File: src/rtl/scrn_pkg.sv
package scrn_pkg;

   typedef enum logic {
      OP_COORD = 1'b0,
      OP_STEP  = 1'b1
   } scrn_op_e;

   // Address bit positions of the row fields in the interleaved layout
   localparam int LINE_LSB  = 8;   // pixel line inside a character row
   localparam int CROW_LSB  = 5;   // character row inside a third
   localparam int THIRD_LSB = 11;  // screen third
   localparam int FIELD_W   = 3;   // width of line and character-row fields
   localparam int THIRD_W   = 2;
   localparam int PIX_LOG2  = 3;   // eight pixels per byte

endpackage

File: src/rtl/scrn_coord_map.sv
module scrn_coord_map
   import scrn_pkg::*;
#(
   parameter int              ADDR_W    = 16,
   parameter int              COORD_W   = 8,
   parameter logic [ADDR_W-1:0] BASE_ADDR = 16'h4000
) (
   input  logic [COORD_W-1:0] row_i,
   input  logic [COORD_W-1:0] col_i,
   output logic [ADDR_W-1:0]  addr_o
);
   localparam int BYTE_COL_W = COORD_W - PIX_LOG2;

   if (COORD_W != FIELD_W * 2 + THIRD_W) begin : g_bad_coord
      $error("scrn_coord_map: COORD_W must equal the sum of the row fields");
   end
   if (ADDR_W < THIRD_LSB + THIRD_W) begin : g_bad_addr
      $error("scrn_coord_map: ADDR_W too narrow for the layout");
   end

   logic [COORD_W-1:0]    byte_col_full;
   logic [BYTE_COL_W-1:0] byte_col;
   logic [ADDR_W-1:0]     offset;

   always_comb begin
      byte_col_full = col_i >> PIX_LOG2;
      byte_col      = byte_col_full[BYTE_COL_W-1:0];
      offset        = '0;
      offset[BYTE_COL_W-1:0]                 = byte_col;
      offset[CROW_LSB +: FIELD_W]            = row_i[FIELD_W +: FIELD_W];
      offset[LINE_LSB +: FIELD_W]            = row_i[0 +: FIELD_W];
      offset[THIRD_LSB +: THIRD_W]           = row_i[2*FIELD_W +: THIRD_W];
      addr_o = BASE_ADDR + offset;
   end
endmodule

File: src/rtl/scrn_row_step.sv
module scrn_row_step
   import scrn_pkg::*;
#(
   parameter int ADDR_W = 16
) (
   input  logic [ADDR_W-1:0] addr_i,
   output logic [ADDR_W-1:0] addr_o
);
   localparam logic [ADDR_W-1:0] LINE_ONE  = ADDR_W'(1) << LINE_LSB;
   localparam logic [ADDR_W-1:0] CROW_ONE  = ADDR_W'(1) << CROW_LSB;
   localparam logic [ADDR_W-1:0] THIRD_ONE = ADDR_W'(1) << THIRD_LSB;
   localparam logic [ADDR_W-1:0] LINE_MASK = ADDR_W'((1 << FIELD_W) - 1) << LINE_LSB;
   localparam logic [ADDR_W-1:0] CROW_MASK = ADDR_W'((1 << FIELD_W) - 1) << CROW_LSB;

   logic line_full, crow_full;
   logic [ADDR_W-1:0] nxt_line, nxt_crow, nxt_third;

   always_comb begin
      line_full = &addr_i[LINE_LSB +: FIELD_W];
      crow_full = &addr_i[CROW_LSB +: FIELD_W];
      nxt_line  = addr_i + LINE_ONE;
      nxt_crow  = (addr_i & ~LINE_MASK) + CROW_ONE;
      nxt_third = (addr_i & ~(LINE_MASK | CROW_MASK)) + THIRD_ONE;
      if (!line_full)      addr_o = nxt_line;
      else if (!crow_full) addr_o = nxt_crow;
      else                 addr_o = nxt_third;
   end
endmodule

File: src/rtl/scrn_out_reg.sv
module scrn_out_reg #(
   parameter int ADDR_W     = 16,
   parameter bit RESET_DATA = 1'b1
) (
   input  logic              clk,
   input  logic              rst_n,
   input  logic              load_i,
   input  logic [ADDR_W-1:0] d_i,
   output logic [ADDR_W-1:0] q_o,
   output logic              valid_o
);
   always_ff @(posedge clk or negedge rst_n) begin
      if (!rst_n) valid_o <= 1'b0;
      else        valid_o <= load_i;
   end

   if (RESET_DATA) begin : g_rst_data
      always_ff @(posedge clk or negedge rst_n) begin
         if (!rst_n)      q_o <= '0;
         else if (load_i) q_o <= d_i;
      end
   end else begin : g_norst_data
      always_ff @(posedge clk) begin
         if (load_i) q_o <= d_i;
      end
   end
endmodule

File: src/rtl/scrn_addr_unit.sv
module scrn_addr_unit
   import scrn_pkg::*;
#(
   parameter int                ADDR_W    = 16,
   parameter int                COORD_W   = 8,
   parameter logic [ADDR_W-1:0] BASE_ADDR = 16'h4000,
   parameter bit                RESET_DATA = 1'b1
) (
   input  logic               clk,
   input  logic               rst_n,
   input  logic               req_i,
   input  logic               op_i,
   input  logic [COORD_W-1:0] row_i,
   input  logic [COORD_W-1:0] col_i,
   input  logic [ADDR_W-1:0]  addr_i,
   output logic [ADDR_W-1:0]  addr_o,
   output logic               valid_o
);
   scrn_op_e          op;
   logic [ADDR_W-1:0] coord_addr, step_addr, result;

   assign op = scrn_op_e'(op_i);

   scrn_coord_map #(.ADDR_W(ADDR_W), .COORD_W(COORD_W), .BASE_ADDR(BASE_ADDR)) u_map (
      .row_i (row_i),
      .col_i (col_i),
      .addr_o(coord_addr)
   );

   scrn_row_step #(.ADDR_W(ADDR_W)) u_step (
      .addr_i(addr_i),
      .addr_o(step_addr)
   );

   always_comb result = (op == OP_STEP) ? step_addr : coord_addr;

   scrn_out_reg #(.ADDR_W(ADDR_W), .RESET_DATA(RESET_DATA)) u_reg (
      .clk    (clk),
      .rst_n  (rst_n),
      .load_i (req_i),
      .d_i    (result),
      .q_o    (addr_o),
      .valid_o(valid_o)
   );

   AST_VALID_FOLLOWS_REQ: assert property (@(posedge clk) disable iff (!rst_n)
      req_i |=> valid_o);
   AST_VALID_ONE_SHOT: assert property (@(posedge clk) disable iff (!rst_n)
      !req_i |=> !valid_o);
   AST_HOLD_IDLE: assert property (@(posedge clk) disable iff (!rst_n)
      !req_i |=> $stable(addr_o));
   AST_COL_BYTE: assert property (@(posedge clk) disable iff (!rst_n)
      (req_i && !op_i) |=> addr_o[COORD_W-PIX_LOG2-1:0] == $past(col_i[COORD_W-1:PIX_LOG2]));
   AST_STEP_LINE: assert property (@(posedge clk) disable iff (!rst_n)
      (req_i && op_i && !(&addr_i[LINE_LSB +: FIELD_W])) |=>
      (addr_o[LINE_LSB-1:0] == $past(addr_i[LINE_LSB-1:0]) &&
       addr_o[LINE_LSB +: FIELD_W] == $past(addr_i[LINE_LSB +: FIELD_W]) + 3'd1));
   AST_STEP_CROW: assert property (@(posedge clk) disable iff (!rst_n)
      (req_i && op_i && (&addr_i[LINE_LSB +: FIELD_W]) && !(&addr_i[CROW_LSB +: FIELD_W])) |=>
      (addr_o[LINE_LSB +: FIELD_W] == 3'd0 &&
       addr_o[CROW_LSB-1:0] == $past(addr_i[CROW_LSB-1:0])));
   AST_STEP_THIRD: assert property (@(posedge clk) disable iff (!rst_n)
      (req_i && op_i && (&addr_i[LINE_LSB +: FIELD_W]) && (&addr_i[CROW_LSB +: FIELD_W])) |=>
      (addr_o[LINE_LSB +: FIELD_W] == 3'd0 && addr_o[CROW_LSB +: FIELD_W] == 3'd0));
endmodule

File: config.mk
export PLATFORM = sky130hd
export DESIGN_NAME = scrn_addr_unit
export DESIGN_NICKNAME = d
export VERILOG_FILES = /design/src/rtl/scrn_pkg.sv /design/src/rtl/scrn_coord_map.sv /design/src/rtl/scrn_row_step.sv /design/src/rtl/scrn_out_reg.sv /design/src/rtl/scrn_addr_unit.sv
export SDC_FILE = /design/constraint.sdc
export NUM_CORES = 1
export LEC_CHECK = 0
export BUFFER_PORTS_ARGS = -buffer_cell sky130_fd_sc_hd__buf_2
export CAP_MARGIN = 30
export CORE_AREA = 2 2 49 74
export DETAILED_ROUTE_END_ITERATION = 7
export DIE_AREA = 0 0 51 76
export GPL_ROUTABILITY_DRIVEN = 0
export PLACE_DENSITY = 0.74
export SKIP_CTS_REPAIR_TIMING = 1
export SYNTH_ARGS = -nofsm -noshare
export SYNTH_HDL_FRONTEND = slang
export SYNTH_HIERARCHICAL = 1
export SYNTH_SLANG_ARGS = --single-unit
File: constraint.sdc
create_clock -name clk -period 0.8 [get_ports clk]
set_input_delay 0.16 -clock clk [delete_from_list [all_inputs] [get_ports clk]]
set_output_delay 0.16 -clock clk [all_outputs]
set_load 0.05 [all_outputs]
Word-level counts from Yosys, hierarchy flattened --
Cells that the tools add are included.
Operators by class: reductions and logical operators 2, add/sub/neg operators 4, muxes and demuxes 3
Operator list (number):
- $mux W16 | 3
- $add A15 B13 Y16 const A | 1
- $add A16 B12 Y16 const B | 1
- $add A16 B6 Y16 const B | 1
- $add A16 B9 Y16 const B | 1
- $reduce_and A3 Y1 | 2
Word-level totals: flip-flop bits (word level) 17, bits of input ports 36, output and inout port bits 17

Longest topological paths before layout --
Gate-level depths: netlist of run 1.
depth after elaboration 4, gate-level depth with buffers 8, depth with buffers taken out 7

Hierarchy --
The synthesis of run 1 kept the hierarchy.
Modules (own cells, without submodules):
- scrn_out_reg | cells each 35, sequential area each 425.4 um^2, area an instance 674.4 um^2, times used 1
- scrn_row_step | cells each 38, sequential area each 0.0 um^2, area an instance 331.6 um^2, times used 1
- scrn_addr_unit | cells each 18, sequential area each 0.0 um^2, area an instance 249.0 um^2, times used 1
- scrn_coord_map | cells each 18, sequential area each 0.0 um^2, area an instance 127.6 um^2, times used 1

Worst setup path after synthesis of run 1 --
No wires, ideal clock.
kind input -> register, start point in addr_i[8], end point reg u_reg.q_o[15], path slack -0.954 ns, data arrival time 1.629 ns, cell stages on the path 8, cell sequence ha_1 ha_1 buf_6 and2_1 o2111ai_2 xnor2_1 mux2_2 mux2_2
On the way: word-level cells in the longest chain between the ends 3, elaborated cells between the ends (all ways) 4, classes of those cells add/sub: 1; mux: 2; reduce/logical: 1
RTL lines:
- from (decl) | RTL line scrn_addr_unit.sv:15 | input logic [ADDR_W-1:0] addr_i,
- $add A16 B9 Y16 / $reduce_and A3 Y1 (equally long branches) | RTL line scrn_row_step.sv:21, scrn_row_step.sv:19
- $mux W16 * | RTL line scrn_row_step.sv:24 | if (!line_full) addr_o = nxt_line;
- via step_addr[15] | RTL line scrn_addr_unit.sv:20 | logic [ADDR_W-1:0] coord_addr, step_addr, result;
- $mux W16 * | RTL line scrn_addr_unit.sv:35 | always_comb result = (op == OP_STEP) ? step_addr : coord_addr;
- via result[15] | RTL line scrn_addr_unit.sv:20
- to (signal assigned) | RTL line scrn_out_reg.sv:20 | else if (load_i) q_o <= d_i;
- to (decl) | RTL line scrn_out_reg.sv:9 | output logic [ADDR_W-1:0] q_o,
Mark *: on every way through the listed nets, which the timed path passes. The rest lies on a longest branch. A chain may end at the register's enable or synchronous reset.

Worst setup path after layout of run 1 --
start point in addr_i[9], end point reg u_reg.q_o[15]
The elaborated chain is that of the path after synthesis.

==> flow_metrics.tcl, run 1 <==
set metrics [dict create \
    max_freq_mhz 637 \
    grt_max_degree 18 \
    vias 976 \
    violations "negative setup slack" \
    clk_path_buf_depth 2 \
    setup.worst_path.start_class "input port" \
    p_clk_frac 0.196 \
    peakVddDrop_mv 0.904 \
    synth_area_per_cell_um2 12.7 \
    viasPerCell 4.74 \
    area_growth_pct 44.3 \
    cts_max_level 1 \
    cts.sinks 17 \
    wire_per_inst_um 13.6 \
    synth.distinct_cells 28 \
    die_area_um2 3880 \
    fillerInstances 265 \
    cpMaxStageDelayCell "and4b_2" \
    final_core_util 0.607 \
    grt_use_total 0.144 \
    cp_top_family "multiplexers" \
    antenna_found_initial 0 \
    hold_viol_final 0 \
    wirelength_mm 2.81 \
    ys_seq_area_frac 0.308 \
    postRouteAntennaNets 0 \
    min_path_cells 2 \
    tritoncts "built" \
    die_x_um 51 \
    path_buf_inv 1 \
    first_iter_violations 20 \
    routed.top_layer "met4" \
    dr.pass1.iters 4 \
    rsz0062_at_grt "yes" \
    ios 53 \
    synth_area_um2 1380 \
    path_cells "buf_6 -> ha_4 -> ha_4 -> and4b_2 -> o2111ai_4 -> xnor2_1 -> mux2_4 -> mux2_4" \
    min_to "u_reg/valid_o$_DFF_PN0_" \
    drv_slew 0 \
    cp-end-kind "flop" \
    critPathKind "in -> reg" \
    swShare 0.339 \
    reg2reg_slack_ns -0.11 \
    wl_met1_mm 1.02 \
    status "finished with violations" \
    final_common_cell "buf_2" \
    num-nets-final 207 \
    die_y_um 76 \
    grt_pass1_wl_mm 4.28 \
    power_frac_seq 0.343 \
    cp.depth 8 \
    insertion_delay_ns 0.25 \
    start_util 0.421 \
    setup_slack_ns -0.770 \
    finalClockSkew_ns 0 \
    diodes 0 \
    ys_ff_latch 17 \
    gr-total-overflow 0 \
    required_ns 0.93 \
    p_int_mw 2.05 \
    p_total_mw 3.11 \
    drv_cap 0 \
    power_density_nw_per_um2 1560 \
    rows 26 \
    setup_violations 31 \
    wl_met2_mm 1.61 \
    layout_common_cells "buf_2, mux2_4, buf_6, buf_4, dfrtp_1" \
    reg2reg_depth 2 \
    root_buffer "clkbuf_8" \
    hold_path_startpoint "req_i" \
    r2r-start "u_reg/q_o[7]$_DFFE_PN0P_" \
    switchingPower_mw 1.05 \
    crit_arrival_ns 1.70 \
    yosysWarnings 6 \
    slowest_delay_ns 0.34 \
    critical_path.max_fanout 5 \
    r2r-end "u_reg/q_o[7]$_DFFE_PN0P_" \
    cts_buffers 3 \
    port_buffers 49 \
    drive_gt1_frac 0.793 \
    period_needed_ns 1.57 \
    synth_cells 109 \
    drc 0 \
    clk_pin_slew_ns 0.07 \
    dpl.hpwl_mm 2.17 \
    core_area_um2 3290 \
    hold_class "in -> reg" \
    combPwrFrac 0.461 \
    wl_met3_um 128 \
    period_share 1.96 \
    leakagePower_nw 0.991 \
    grt_pass1_vias 941 \
]
[flip-flops by register name, indices dropped and copies added (netlist names)]
register	flops
u_reg/q_o	16
u_reg/valid_o	1
[how the worst max path moves through the flow]
| stage | startpoint | end | slack [ns] |
|---|---|---|---|
| floorplan | addr_i[8] | u_reg/q_o[15]$_DFFE_PN0P_ | -0.84 |
| global placement | addr_i[8] | u_reg/q_o[15]$_DFFE_PN0P_ | -1.01 |
| detailed placement | addr_i[8] | u_reg/q_o[15]$_DFFE_PN0P_ | -1.05 |
| CTS | addr_i[8] | u_reg/q_o[15]$_DFFE_PN0P_ | -0.79 |
| global route | addr_i[9] | u_reg/q_o[15]$_DFFE_PN0P_ | -0.81 |
| finish | addr_i[9] | u_reg/q_o[15]$_DFFE_PN0P_ | -0.77 |
[power by group through the flow]
stage	sequential (mW)	clock [mW]	combinational (mW)
after floorplan	1.45	0	0.494
after global placement	1.05	0	1.13
after detailed placement	1.05	0	1.16
after CTS	1.04	0.637	1.16
after global routing	1.08	0.675	1.51
final	1.07	0.609	1.43
[synth_stat cells, drive strengths merged]
library cell | number | area [um2]
inv | 3 | 11.3
xnor2 | 3 | 26.3
and4b | 1 | 11.3
dfrtp | 17 | 425
buf | 26 | 231
o21ai | 2 | 10.0
xor2 | 1 | 8.76
nand4 | 1 | 6.26
conb | 2 | 7.51
a31oi | 1 | 6.26
a21oi | 1 | 5.00
and2 | 1 | 6.26
nor2b | 1 | 6.26
nand2 | 2 | 15.0
nand4b | 1 | 15.0
o22ai | 1 | 6.26
o2111ai | 1 | 15.0
and2b | 1 | 8.76
a22o | 1 | 8.76
nor2 | 1 | 3.75
a221oi | 1 | 15.0
ha | 6 | 75.1
mux2 | 34 | 458
[metrics by stage]
step | hold slack (ns) | instances | worst slack (ns) | setup TNS (ns) | area (um2)
after floorplan | -0.136 | 110 | -0.839 | -8.38 | 1440
after global placement | 0.0948 | 191 | -1.01 | -10.95 | 1670
after detailed placement | 0.100 | 191 | -1.05 | -11.33 | 1670
after CTS | -0.172 | 195 | -0.791 | -11.03 | 1720
after global routing | 0.220 | 206 | -0.813 | -9.89 | 2000
final | 0.226 | 206 | -0.770 | -9.09 | 2000
[routing by layer]
metal	vias to the layer above	track usage
met5	-	0
met4	0	0.0757
met3	4	0.0137
met2	37	0.251
met1	468	0.167
li1	467	-
[final cells by class]
class / instances / area (um2) / share of cell area
inverter: 3 / 11.3 / 0.00564
tap: 42 / 52.6 / 0.0263
clock buffer: 3 / 41.3 / 0.0207
multi-input combinational: 64 / 810 / 0.406
sequential: 17 / 430 / 0.216
timing repair buffer: 76 / 646 / 0.324
clock inverter: 1 / 5.00 / 0.00251
[kinds of logic after synthesis]
group,Yosys count,synth area share
multiplexers,34,0.331
buffers and inverters,29,0.176
flip-flops,17,0.308
AND/OR/NAND/NOR,9,0.0525
AO/OA/AOI/OAI,8,0.0480
adder cells (fa/ha/maj),6,0.0543
XOR/XNOR,4,0.0253
other,2,0.00543
Note: power is estimated with default switching activity, not from simulation.
==> inputs of run 2 (changes only) <==
--- a/config.mk
+++ b/config.mk
@@ -13,3 +13,5 @@
 export GPL_ROUTABILITY_DRIVEN = 0
+export HOLD_SLACK_MARGIN = 0.08
 export PLACE_DENSITY = 0.74
+export RECOVER_POWER = 25
 export SKIP_CTS_REPAIR_TIMING = 1
--- a/constraint.sdc
+++ b/constraint.sdc
@@ -3,2 +3,2 @@
 set_output_delay 0.16 -clock clk [all_outputs]
-set_load 0.05 [all_outputs]
+set_load 0.02 [all_outputs]
==> run 2 against run 1 <==
  * The flow still finishes with violations (negative setup slack)
  * Register-to-register slack barely moved
  * Clock power increased by 0.7%
  * Fmax increased by 0.94%
  * Die area is the same
  * Sequential power about the same
  * Hold slack lost 0.0046 ns
  * Critical endpoint unchanged
  * Highest routed layer unchanged
==> flow_metrics.tcl, run 2 (synthesis gave the netlist of run 1 again) <==
set metrics [dict create \
    status "finished with violations" \
    violations "negative setup slack" \
    reg2reg_depth 2 \
    hold_slack_ns 0.221 \
    wire_per_inst_um 14.3 \
    slowest_delay_ns 0.33 \
    cp_top_family "multiplexers" \
    setup_violations 30 \
    wirelength_mm 2.92 \
    regMostFlops "u_reg/q_o" \
    hold_path_startpoint "req_i" \
    die_area_um2 3880 \
    drv_slew 0 \
    ios 53 \
    clk_pin_slew_ns 0.06 \
    dr.pass1.iters 3 \
    tritoncts "built" \
    drive_gt1_frac 0.765 \
    crit_arrival_ns 1.69 \
    layout_common_cells "buf_2, mux2_4, buf_6, buf_4, dfrtp_1" \
    area_growth_pct 43.1 \
    grt_max_degree 18 \
    top_regs "u_reg/q_o: 16 flops, u_reg/valid_o: 1 flops" \
    dpl.hpwl_mm 2.18 \
    setup_tns_ns -8.90 \
    viasPerCell 4.84 \
    leakagePower_nw 0.978 \
    num-nets-final 205 \
    setup.worst_path.start_class "input port" \
    cts_buffers 3 \
    die_x_um 51 \
    period_share 1.94 \
    gr-total-overflow 0 \
    postRouteAntennaNets 0 \
    cts_max_level 1 \
    insertion_delay_ns 0.24 \
    max_freq_mhz 643 \
    die_y_um 76 \
    setup_slack_ns -0.756 \
    final_common_cell "buf_2" \
    largest_register_ff_count 16 \
    start_util 0.421 \
    root_buffer "clkbuf_8" \
    finalClockSkew_ns 0 \
    drv_cap 0 \
    grt_pass1_wl_mm 4.19 \
    cp-end-kind "flop" \
    port_buffers 49 \
    cts.sinks 17 \
    path_buf_inv 1 \
    antenna_found_initial 0 \
    rsz0062_at_grt "yes" \
    min_path_cells 2 \
    peakVddDrop_mv 1.00 \
    r2r-start "u_reg/q_o[6]$_DFFE_PN0P_" \
    grt_pass1_vias 973 \
    rows 26 \
    critical_path.max_fanout 4 \
    diodes 0 \
    power_density_nw_per_um2 1430 \
    dpl.cell_count 192 \
    hold_class "in -> reg" \
    drc 0 \
    clk_path_buf_depth 2 \
    cp.depth 8 \
    period_needed_ns 1.56 \
    grt_use_total 0.142 \
    p_total_mw 2.83 \
    core_area_um2 3290 \
    fin_cells 204 \
    critPathKind "in -> reg" \
    required_ns 0.93 \
    cp-startpoint "addr_i[9]" \
    cpMaxStageDelayCell "and4b_2" \
    path_cells "buf_8 -> ha_4 -> ha_4 -> and4b_2 -> o2111ai_4 -> xnor2_1 -> mux2_4 -> mux2_4" \
    vias 987 \
    first_iter_violations 10 \
    hold_viol_final 0 \
]
==> run 2: report_power, final <==
group | internal, mW | switching (mW) | leakage, nW
clock network | 0.352 | 0.260 | 0.0228
logic | 0.712 | 0.444 | 0.756
registers | 0.973 | 0.0876 | 0.199
==> run 2: layout make-up <==
cell class | instances | area [um2]
clock buffer | 4 | 45.0
fill | 276 | 1310
inverter | 3 | 11.3
multi-input combinational | 64 | 832
sequential | 17 | 425
tap | 42 | 52.6
timing repair buffer | 74 | 612
==> run 2: final timing paths <==
kind | to | slack [ns]
worst max-delay path | u_reg/q_o[15]$_DFFE_PN0P_ | -0.76
worst min-delay path | u_reg/valid_o$_DFF_PN0_ | 0.22
worst max register to register | u_reg/q_o[6]$_DFFE_PN0P_ | -0.12
worst min register to register | u_reg/q_o[13]$_DFFE_PN0P_ | 0.53
max in group asynchronous | u_reg/q_o[12]$_DFFE_PN0P_ | 0.13
min in group asynchronous | u_reg/q_o[4]$_DFFE_PN0P_ | 0.38
==> run 2: per-layer routing <==
metal / share of wire / global-route usage / wire [um] / up-vias
met4: 0.034 / 0.0703 / 99 / 0
li1: - / - / - / 461
met1: 0.37 / 0.155 / 1070 / 471
met5: 0 / 0 / 0 / -
met2: 0.55 / 0.261 / 1610 / 45
met3: 0.046 / 0.0118 / 133 / 10
==> run 2: per-stage QoR <==
step | instance area, um2 | worst slack [ns] | utilization
after floorplan | 1440 | -0.839 | -
after global placement | 1650 | -1.01 | 0.502
after detailed placement | 1650 | -1.07 | 0.502
after CTS | 1690 | -0.798 | 0.515
after global routing | 1980 | -0.792 | 0.602
final | 1980 | -0.756 | 0.602
==> inputs of run 3 (changes only) <==
- CORE_AREA: 2 2 49 74 -> 2 2 48 73
- CTS_BUF_LIST: unset -> sky130_fd_sc_hd__clkbuf_8
- DIE_AREA: 0 0 51 76 -> 0 0 50 75
- PLACE_DENSITY: 0.74 -> 0.76
==> run 3 against run 2 <==
  * The run still ends with negative setup slack left
  * Die area decreased by 3.3%
  * Utilization increased by 4.1 points
  * First-iteration DRC count increased by 40%
  * Count of clock-buffer cells in the layout decreased by 1
  * Sequential share of layout area decreased by 0.15 points
  * Register-to-register slack about the same
  * Non-clock buffer count increased by 6
  * Cell count increased by 2.0%
  * Combinational power about the same
  * Flip-flop and latch count unchanged
  * Critical path depth unchanged
  * Clock skew unchanged
  * Critical path type unchanged
==> flow_metrics.tcl, run 3 (synthesis gave the netlist of run 1 again) <==
set metrics [dict create \
    path_buf_inv 1 \
    grt_pass1_wl_mm 4.25 \
    p_clk_frac 0.219 \
    period_share 1.94 \
    insertion_delay_ns 0.24 \
    gr-total-overflow 0 \
    grt_pass1_vias 988 \
    die_x_um 50 \
    r2r-end "u_reg/q_o[9]$_DFFE_PN0P_" \
    tritoncts "built" \
    status "finished with violations" \
    rsz0062_at_grt "yes" \
    swShare 0.285 \
    grt_max_degree 18 \
    die_area_um2 3750 \
    drc 0 \
    clk_path_buf_depth 2 \
    path_cells "buf_6 -> ha_4 -> ha_4 -> and4b_2 -> o2111ai_2 -> xnor2_1 -> mux2_4 -> mux2_4" \
    setup.worst_path.start_class "input port" \
    layout_common_cells "buf_2, buf_6, mux2_4, buf_4, dfrtp_1" \
    die_y_um 75 \
    final_common_cell "buf_2" \
    cpMaxStageDelayCell "and4b_2" \
    violations "negative setup slack" \
    r2r-start "u_reg/q_o[9]$_DFFE_PN0P_" \
    slew_headroom 0.637 \
    root_buffer "clkbuf_8" \
    ios 53 \
    first_iter_violations 14 \
    port_buffers 49 \
    critPathKind "in -> reg" \
    hold_slack_ns 0.267 \
    largest_register_ff_count 16 \
    dpl.hpwl_mm 2.25 \
    critical_path.max_fanout 4 \
    setup_slack_ns -0.751 \
    drive_gt1_frac 0.780 \
    cts.sinks 17 \
    leakagePower_nw 1.01 \
    peakVddDrop_mv 0.698 \
    antenna_found_initial 0 \
    setup_violations 31 \
    reg2reg_depth 2 \
    period_needed_ns 1.55 \
    switchingPower_uw 814 \
    cp_top_family "multiplexers" \
    postRouteAntennaNets 0 \
    core_area_um2 3100 \
    p_int_mw 2.05 \
    rows 25 \
    power_density_nw_per_um2 1440 \
    grt_use_total 0.148 \
    hold_path_startpoint "col_i[7]" \
    dpl.cell_count 191 \
    num-nets-final 211 \
    wire_per_inst_um 14.5 \
    crit_arrival_ns 1.68 \
    cts_max_level 1 \
    max_freq_mhz 645 \
    cp-end-kind "flop" \
    final_core_util 0.643 \
    viasPerCell 4.75 \
    reg2reg_slack_ns -0.13 \
    dr.pass1.iters 4 \
    min_to "u_reg/q_o[4]$_DFFE_PN0P_" \
    hold_viol_final 0 \
    fin_cells 208 \
    setup_tns_ns -9.54 \
    min_path_cells 3 \
    vias 988 \
    clk_pin_slew_ns 0.07 \
    combPwrFrac 0.410 \
    top_regs "u_reg/q_o: 16 flops, u_reg/valid_o: 1 flops" \
    worst_pin_slew_ns 0.544 \
    required_ns 0.93 \
    diodes 0 \
    start_util 0.446 \
    finalClockSkew_ns 0 \
    cts_buffers 3 \
    hold_class "in -> reg" \
    power_frac_seq 0.372 \
    regMostFlops "u_reg/q_o" \
    slowest_delay_ns 0.32 \
    wirelength_mm 3.03 \
    drv_slew 0 \
    drv_cap 0 \
    area_growth_pct 44.1 \
]
run 3: changes by cell type in the layout (fill, tap and decap cells not counted), sizes merged:
cell          delta
clkinv           +1
buf              +5
clkbuf           -1
dlymetal6s2s     +1
run 3: final cells by class:
type                       count  area [um2]
tap                           40        50.0
fill                         237        1100
clock buffer                   3        41.3
clock inverter                 1        5.00
inverter                       3        11.3
multi-input combinational     64         805
sequential                    17         425
timing repair buffer          80         654
run 3: worst register-to-register path: stages, from the launching register on:
cell     delay [ns]
dfrtp_1        0.41
buf_4          0.15
mux2_4         0.26
run 3: power by group through the flow:
stage | registers, mW | clock network, mW | logic, mW
after floorplan | 1.18 | 0 | 0.494
after global placement | 1.04 | 0 | 0.867
after detailed placement | 1.05 | 0 | 0.901
after CTS | 1.04 | 0.650 | 0.902
after global routing | 1.07 | 0.694 | 1.24
final | 1.06 | 0.626 | 1.17
run 3: stage by stage:
stage	worst slack (ns)	power (mW)	area, um2
3_3_place_gp	-1.01	1.91	1670
3_5_place_dp	-1.06	1.95	1670
5_1_grt	-0.786	3.01	1990
4_1_cts	-0.798	2.59	1710
6_report	-0.751	2.86	1990
2_1_floorplan	-0.839	1.68	1440
run 3: worst max-delay path by stage:
stage               startpoint                   endpoint  slack (ns)  cells past startpoint
floorplan            addr_i[8]  u_reg/q_o[15]$_DFFE_PN0P_       -0.84                      7
global placement     addr_i[8]  u_reg/q_o[15]$_DFFE_PN0P_       -1.01                      8
detailed placement   addr_i[8]  u_reg/q_o[14]$_DFFE_PN0P_       -1.06                      8
CTS                  addr_i[8]  u_reg/q_o[14]$_DFFE_PN0P_       -0.80                      8
global route         addr_i[9]  u_reg/q_o[15]$_DFFE_PN0P_       -0.79                      8
finish               addr_i[9]  u_reg/q_o[15]$_DFFE_PN0P_       -0.75                      8
run 3: per-layer routing:
metal,wire length [um],GRT usage,vias up
met3,139,0.0119,4
met1,1160,0.168,472
met4,53,0.0741,0
li1,-,-,471
met5,0,0,-
met2,1670,0.275,41
